### src/rtl/bcs_pkg.sv
package bcs_pkg;
  localparam int unsigned LEN_CODE_W = 3;
  localparam logic [LEN_CODE_W-1:0] LEN_FULL_PAGE = 3'd7;

  typedef struct packed {
    logic [3:0] mask;
    logic       full;
    logic       il;
  } burst_cfg_t;

  function automatic burst_cfg_t decode_cfg(
    input logic [LEN_CODE_W-1:0] code,
    input logic                  il,
    input logic                  force_single
  );
    burst_cfg_t c;
    c.il   = il;
    c.full = 1'b0;
    c.mask = 4'd0;
    if (!force_single) begin
      unique case (code)
        3'd1: c.mask = 4'd1;
        3'd2: c.mask = 4'd3;
        3'd3: c.mask = 4'd7;
        LEN_FULL_PAGE: c.full = 1'b1;
        default: c.mask = 4'd0;
      endcase
    end
    return c;
  endfunction
endpackage

### src/rtl/bcs_cfg_latch.sv
module bcs_cfg_latch
  import bcs_pkg::*;
#(
  parameter int unsigned COL_W = 9
) (
  input  logic                  clk,
  input  logic                  rst_n,
  input  logic                  start,
  input  logic [COL_W-1:0]      start_col,
  input  logic [LEN_CODE_W-1:0] len_code,
  input  logic                  wrap_il,
  input  logic                  wr_single_mode,
  input  logic                  start_is_write,
  output burst_cfg_t            cfg,
  output logic [COL_W-1:0]      base_col
);
  burst_cfg_t cfg_next;

  always_comb begin
    cfg_next = decode_cfg(len_code, wrap_il, wr_single_mode && start_is_write);
  end

  always_ff @(posedge clk) begin
    if (!rst_n) begin
      cfg      <= '0;
      base_col <= '0;
    end else if (start) begin
      cfg      <= cfg_next;
      base_col <= start_col;
    end
  end
endmodule

### src/rtl/bcs_beat_ctr.sv
module bcs_beat_ctr
  import bcs_pkg::*;
#(
  parameter int unsigned COL_W = 9
) (
  input  logic             clk,
  input  logic             rst_n,
  input  logic             start,
  input  logic             terminate,
  input  logic             out_ready,
  input  burst_cfg_t       cfg,
  output logic             beat_valid,
  output logic [COL_W-1:0] beat_idx,
  output logic             beat_last
);
  logic [COL_W-1:0] mask_ext;

  always_comb begin
    mask_ext  = COL_W'(cfg.mask);
    beat_last = beat_valid && !cfg.full && (beat_idx == mask_ext);
  end

  always_ff @(posedge clk) begin
    if (!rst_n) begin
      beat_valid <= 1'b0;
      beat_idx   <= '0;
    end else if (start) begin
      beat_valid <= 1'b1;
      beat_idx   <= '0;
    end else if (terminate) begin
      beat_valid <= 1'b0;
    end else if (beat_valid && out_ready) begin
      if (beat_last) begin
        beat_valid <= 1'b0;
      end else begin
        beat_idx <= beat_idx + 1'b1;
      end
    end
  end
endmodule

### src/rtl/bcs_addr_gen.sv
module bcs_addr_gen
  import bcs_pkg::*;
#(
  parameter int unsigned COL_W = 9
) (
  input  burst_cfg_t       cfg,
  input  logic [COL_W-1:0] base_col,
  input  logic [COL_W-1:0] beat_idx,
  output logic [COL_W-1:0] col
);
  logic [COL_W-1:0] span_mask;
  logic [COL_W-1:0] low_part;

  always_comb begin
    span_mask = cfg.full ? {COL_W{1'b1}} : COL_W'(cfg.mask);
    if (cfg.il && !cfg.full) begin
      low_part = base_col ^ beat_idx;
    end else begin
      low_part = base_col + beat_idx;
    end
    col = (base_col & ~span_mask) | (low_part & span_mask);
  end
endmodule

### src/rtl/burst_col_seq.sv
module burst_col_seq
  import bcs_pkg::*;
#(
  parameter int unsigned COL_W = 9
) (
  input  logic                  clk,
  input  logic                  rst_n,
  input  logic                  start,
  input  logic [COL_W-1:0]      start_col,
  input  logic [LEN_CODE_W-1:0] len_code,
  input  logic                  wrap_il,
  input  logic                  wr_single_mode,
  input  logic                  start_is_write,
  input  logic                  terminate,
  input  logic                  out_ready,
  output logic                  out_valid,
  output logic [COL_W-1:0]      col,
  output logic                  last
);
  burst_cfg_t       cfg;
  logic [COL_W-1:0] base_col;
  logic [COL_W-1:0] beat_idx;

  bcs_cfg_latch #(.COL_W(COL_W)) u_cfg (
    .clk(clk), .rst_n(rst_n), .start(start), .start_col(start_col),
    .len_code(len_code), .wrap_il(wrap_il), .wr_single_mode(wr_single_mode),
    .start_is_write(start_is_write), .cfg(cfg), .base_col(base_col)
  );

  bcs_beat_ctr #(.COL_W(COL_W)) u_ctr (
    .clk(clk), .rst_n(rst_n), .start(start), .terminate(terminate),
    .out_ready(out_ready), .cfg(cfg), .beat_valid(out_valid),
    .beat_idx(beat_idx), .beat_last(last)
  );

  bcs_addr_gen #(.COL_W(COL_W)) u_addr (
    .cfg(cfg), .base_col(base_col), .beat_idx(beat_idx), .col(col)
  );
endmodule

### config.mk
export PLATFORM = sky130hd
export DESIGN_NAME = burst_col_seq
export DESIGN_NICKNAME = d
export VERILOG_FILES = /design/src/rtl/bcs_pkg.sv /design/src/rtl/bcs_cfg_latch.sv /design/src/rtl/bcs_beat_ctr.sv /design/src/rtl/bcs_addr_gen.sv /design/src/rtl/burst_col_seq.sv
export SDC_FILE = /design/constraint.sdc
export NUM_CORES = 1
export LEC_CHECK = 0
export ABC_CLOCK_PERIOD_IN_PS = 2500
export BUFFER_PORTS_ARGS = -buffer_cell sky130_fd_sc_hd__buf_2
export CORE_MARGIN = 2
export CORE_UTILIZATION = 55
export CTS_CLUSTER_SIZE = 10
export DETAILED_ROUTE_END_ITERATION = 10
export GPL_TIMING_DRIVEN = 0
export PLACE_DENSITY = 0.79
export RECOVER_POWER = 25
export SLEW_MARGIN = 20
export SYNTH_ARGS = -nofsm -noshare
export SYNTH_HDL_FRONTEND = slang
export SYNTH_SLANG_ARGS = --single-unit
### constraint.sdc
create_clock -name clk -period 2.5 [get_ports clk]
set_input_delay 0.125 -clock clk [delete_from_list [all_inputs] [get_ports clk]]
set_output_delay 0.125 -clock clk [all_outputs]
set_load 0.1 [all_outputs]
### Word-level counts from Yosys, hierarchy flattened

Cells that the tools add are included.

| operators by class | value |
|---|---|
| bitwise gates (word level) | 8 |
| add/subtract/negate cells | 2 |
| equal/unequal tests | 5 |
| reductions and logical operators | 11 |
| mux-type cells | 9 |

Operators with widths:

| kind | count |
|---|---|
| $and A9 B9 Y9 | 2 |
| $mux W9 | 2 |
| $add A9 B1 Y9 const B | 1 |
| $add A9 B9 Y9 | 1 |
| $eq A9 B4 Y1 | 1 |
| $not A9 Y9 | 1 |
| $or A9 B9 Y9 | 1 |
| $pmux W3 S3 | 1 |
| $xor A9 B9 Y9 | 1 |
| $eq A3 B2 Y1 const B | 2 |
| $reduce_bool A3 Y1 | 2 |
| $logic_and A1 B1 Y1 | 5 |
| $mux W1 | 5 |
| $mux W5 | 1 |
| $eq A3 B1 Y1 const B | 1 |
| $eq A3 B3 Y1 const B | 1 |
| $not A1 Y1 | 3 |
| $reduce_and A3 Y1 | 1 |
| $reduce_and A2 Y1 | 1 |
| $reduce_or A2 Y1 | 1 |
| $logic_not A1 Y1 | 1 |

| storage, ports and cells | value |
|---|---|
| logic and storage cells | 41 |
| input bits | 20 |
| register bits | 25 |

### Longest topological paths before layout

| depth | value |
|---|---|
| depth after elaboration | 7 |
| gate-level depth with buffers | 8 |

### Modules after synthesis

A second synthesis with hierarchy kept.

| unflattened totals | value |
|---|---|
| cell total of the unflattened synthesis | 214 |
| area total of the unflattened synthesis | 1894.3 µm² |

By module, submodules not included:

| module | instances | cells each | sequential area each (µm²) | area an instance (µm²) |
|---|---|---|---|---|
| bcs_beat_ctr | 1 | 77 | 200.2 | 694.4 |
| bcs_addr_gen | 1 | 82 | 0.0 | 611.8 |
| bcs_cfg_latch | 1 | 55 | 280.3 | 588.1 |

### Worst setup path after synthesis

Ideal clock, no wire load.

| timing | value |
|---|---|
| path kind | reg2out |
| start point | reg u_ctr.beat_idx[0] |
| end point | out col[8] |
| stages on the path, launching flop included | 9 |
| path slack | -1.002 ns |
| data arrival time | 3.377 ns |
| data required time | 2.375 ns |
| cells stage by stage | dfxtp_1 -> ha_1 -> inv_1 -> fa_1 -> and2b_1 -> o31ai_4 -> a211oi_1 -> mux2_1 -> o211ai_1 |

| between the ends | value |
|---|---|
| longest elaborated chain between the ends | 4 |

Ends and longest elaborated chain:

| element | line | source |
|---|---|---|
| from (decl) | bcs_beat_ctr.sv:13 | `output logic [COL_W-1:0] beat_idx,` |
| from (signal assigned) | bcs_beat_ctr.sv:36 | `beat_idx <= beat_idx + 1'b1;` |
| $add A9 B9 Y9 | bcs_addr_gen.sv:19 | `low_part = base_col + beat_idx;` |
| $mux W9 | bcs_addr_gen.sv:16 | `if (cfg.il && !cfg.full) begin` |
| $and A9 B9 Y9 | bcs_addr_gen.sv:21 | `col = (base_col & ~span_mask) \| (low_part & span_mask);` |
| $or A9 B9 Y9 | bcs_addr_gen.sv:21 |  |
| to (decl) | burst_col_seq.sv:17 | `output logic [COL_W-1:0] col,` |

Every way passes these cells.

### Worst setup path after layout

| timing | value |
|---|---|
| start point | reg u_cfg.base_col[0] |
| end point | out col[8] |

| between the ends | value |
|---|---|
| longest elaborated chain between the ends | 4 |

Ends and longest elaborated chain:

| element | line | source |
|---|---|---|
| from (decl) | bcs_cfg_latch.sv:15 | `output logic [COL_W-1:0] base_col` |
| from (signal assigned) | bcs_cfg_latch.sv:29 | `base_col <= start_col;` |
| $add A9 B9 Y9 | bcs_addr_gen.sv:19 |  |
| $mux W9 | bcs_addr_gen.sv:16 |  |
| $and A9 B9 Y9 | bcs_addr_gen.sv:21 |  |
| $or A9 B9 Y9 | bcs_addr_gen.sv:21 |  |

Every way passes these cells.

==> impl_results.md <==
* Netlist Area Pre-Place at 1640 sq um
* Register bit total from synthesis at 24
* Slowest CP cell: dfxtp_2
* Routed vias/inst at 5.82
* HP Class: input pin to flop
* Total power at 0.815 mW
* Fill cells at 230
* Synth Flop Type: dfxtp_1
* Initial antenna violation count at 0
* I/O Buffers at 29
* Final hold viol count at 0
* Async SR Flop Fraction at 0%
* Largest net degree at the start of global routing at 14
* Power Density at just over 400 nW/um^2
* Max incr delay on CP at around 380 ps
* Seq/Total Area, Yosys at 29.4%
* Main area contributors after synthesis: dfxtp_1, mux2i_1, ha_1
* Die area at 3430 sq um
* Root Buffer: clkbuf_4
* Iter 0 DRT Violations at 62
* # setup viols final at 2
* Worst setup SP type: flop
* Core area at 2780 sq um
* Number of nets with antenna violations after detailed routing at 0
* Die Height at 58.6 microns
* Hold path cells at 3
* Status: finished, violations left
* Avg Inst Size Synth at around 8.6 sq um
* Inst Count DP at 251
* Max Clock Skew at 3.08 ps
* Fin crit period at 2690 ps
* Fin nets at 258
* Yosys top cell by area: dfxtp_1
* Yosys top cell area share at 29.4%
* Share of cells above drive strength 1 at 28.2%
* Dpl cell area at ~1900 sq um
* Mapped Nets at 221
* Initial Util at 58.8%
* Die Width at 58.6 microns
* First-pass GRT wire length at 6260 microns
* Setup ws final at -188 ps
* Worst-skew pair later-pin latency at 320 ps
* RSZ-0062 raised after global routing: true
* Pre-CTS WS at -230 ps
* Cts hold-fix bufs at 0
* Period utilization at 108%
* Synth top cells by count: dfxtp_1, inv_1, nand2_1, nor2_1
* H-tree depth at 1
* Critical path class: flop to output port
* WL final at 3770 microns
* IR drop worst, VDD at 0.361 mV
* Failing checks: negative setup slack
* I/O pins at 31
* Drt pass-1 iters at 4
* Clock Path Buffers at 2
* Row Count at 19
* WL/cell at between 10 and 15 microns
* EDFF count, synth at 0
* Vias in the first global route at 1479
* Worst-path clk slew at ~140 ps
* Slew Limit Fails at 0
* Drt drc at 0
* Max FO, Critical Path at 3
* Distinct cells, synth at 45
* Top-count cell post-synth: dfxtp_1
* Crit path arrival time at 2560 ps
* Num CTS Buffers at 3
* GPL Wtd Cong at 0.804
* Grt total ovfl at 0
* Worst Tran Pin Value at 776 ps
* Final Instance Count excl. Fillers at 258
* # diodes at 0
* GRT Resource Usage Total at 23.7%
* Max Cap Violations at 0
* Layout Cell Area excl Fill at 1970 sq um
* Synthesis-to-finish area growth at 20.4%
* CTS tree: yes
* Yosys warns at 0
* Max Clock Freq at between 300 and 400 MHz
* Clock sink total at 24
* Leak pwr at 0.852 nW
* Vias post-DR at 1501
* Worst setup EP type: output port
* CP required at between 2000 and 2500 ps
* Gate Count Post-Synth at 191
* HPWL after DPL at 2800 microns
* Cell Chain, Critical Path: ha_4 -> inv_2 -> fa_2 -> and2b_2 -> o31ai_4 -> a211oi_2 -> mux2_4 -> o211ai_1 -> buf_6
* Total negative setup slack at -231 ps
* Cells on worst reg2reg path at 6
* Worst slew margin at 48.2%
[metrics by stage]
stage	util (%)	hold slack, ps
6_report	70.9	50.3
5_1_grt	70.9	48.0
4_1_cts	69.4	46.8
3_5_place_dp	67.1	390
3_3_place_gp	67.1	372
2_1_floorplan	-	236
[power breakdown]
group	internal [mW]	total, mW	switching [mW]
sequential	0.394	0.407	0.0128
clock	0.0624	0.187	0.125
combinational	0.0695	0.221	0.152
[worst paths after layout]
check / startpoint / to / slack [ps]
min reg2reg: u_cfg.base_col[3]$_SDFFE_PN0P_ / u_cfg.base_col[3]$_SDFFE_PN0P_ / 550
max reg2reg: u_cfg.cfg[1]$_SDFFE_PN0P_ / u_ctr.beat_idx[1]$_SDFFE_PP0P_ / 850
min: start_col[6] / u_cfg.base_col[6]$_SDFFE_PN0P_ / 50
max: u_cfg.base_col[0]$_SDFFE_PN0P_ / col[8] / -190
[final cells by class]
type	count	area [sq um]	share of cell area, %
multi-input cells	146	1130	57.6
flip-flops and latches	24	490	24.9
repair buffers	32	196	9.97
inverters	14	52.6	2.67
well taps	31	38.8	1.97
plain buffers	7	31.3	1.59
clock buffers	4	26.3	1.33
[routing by layer]
| layer | wire length (microns) | track usage [%] |
|---|---|---|
| met3 | 148 | 2.86 |
| met1 | 1690 | 30.0 |
| met4 | 85 | 11.6 |
| met5 | 0 | 0 |
| met2 | 1850 | 39.8 |
[state kept, by name (all words and copies together), names as in the netlist]
signal            flops
u_cfg.cfg             5
u_ctr.beat_idx        9
u_ctr.beat_valid      1
u_cfg.base_col        9
[layout by cell type (no fill, tap or decap), types with 3 or more instances in the layout]
cell,netlist,routed
clkbuf_1,2,5
o21ai_0,6,5
nand3_1,7,7
ha_1,9,8
mux2_2,5,4
nor2b_1,12,12
and3_1,3,3
o211ai_1,5,5
xor2_1,7,7
clkbuf_4,0,6
dfxtp_1,24,20
mux2i_1,12,12
inv_1,14,13
buf_4,1,4
nor2_1,14,13
buf_2,3,25
xnor2_1,7,7
a21oi_1,7,7
nand2_1,14,14
nor3_1,3,3
[critical path: cells and delay by family (launching register included)]
kind            cells  cell delay, ps
compound gates      3             500
fa+ha+maj           2             490
buf+inv             2             300
flops               1             380
mux                 1             320
simple gates        1             260
[cells by family after synthesis]
group / count (synthesis) / synth area share [%]
AO/OA/AOI/OAI: 33 / 14.9
XOR/XNOR: 14 / 7.49
adder cells (fa/ha/maj): 10 / 8.10
buffers and inverters: 21 / 5.28
flip-flops: 24 / 29.4
multiplexers: 18 / 11.5
AND/OR/NAND/NOR: 71 / 23.4
[timing repair]
action,CTS,global route
pin swaps,3,4
gates resized for setup,10,10
setup endpoints to repair,5,5
buffers inserted,2,1
Note: power is estimated with default switching activity, not from simulation.
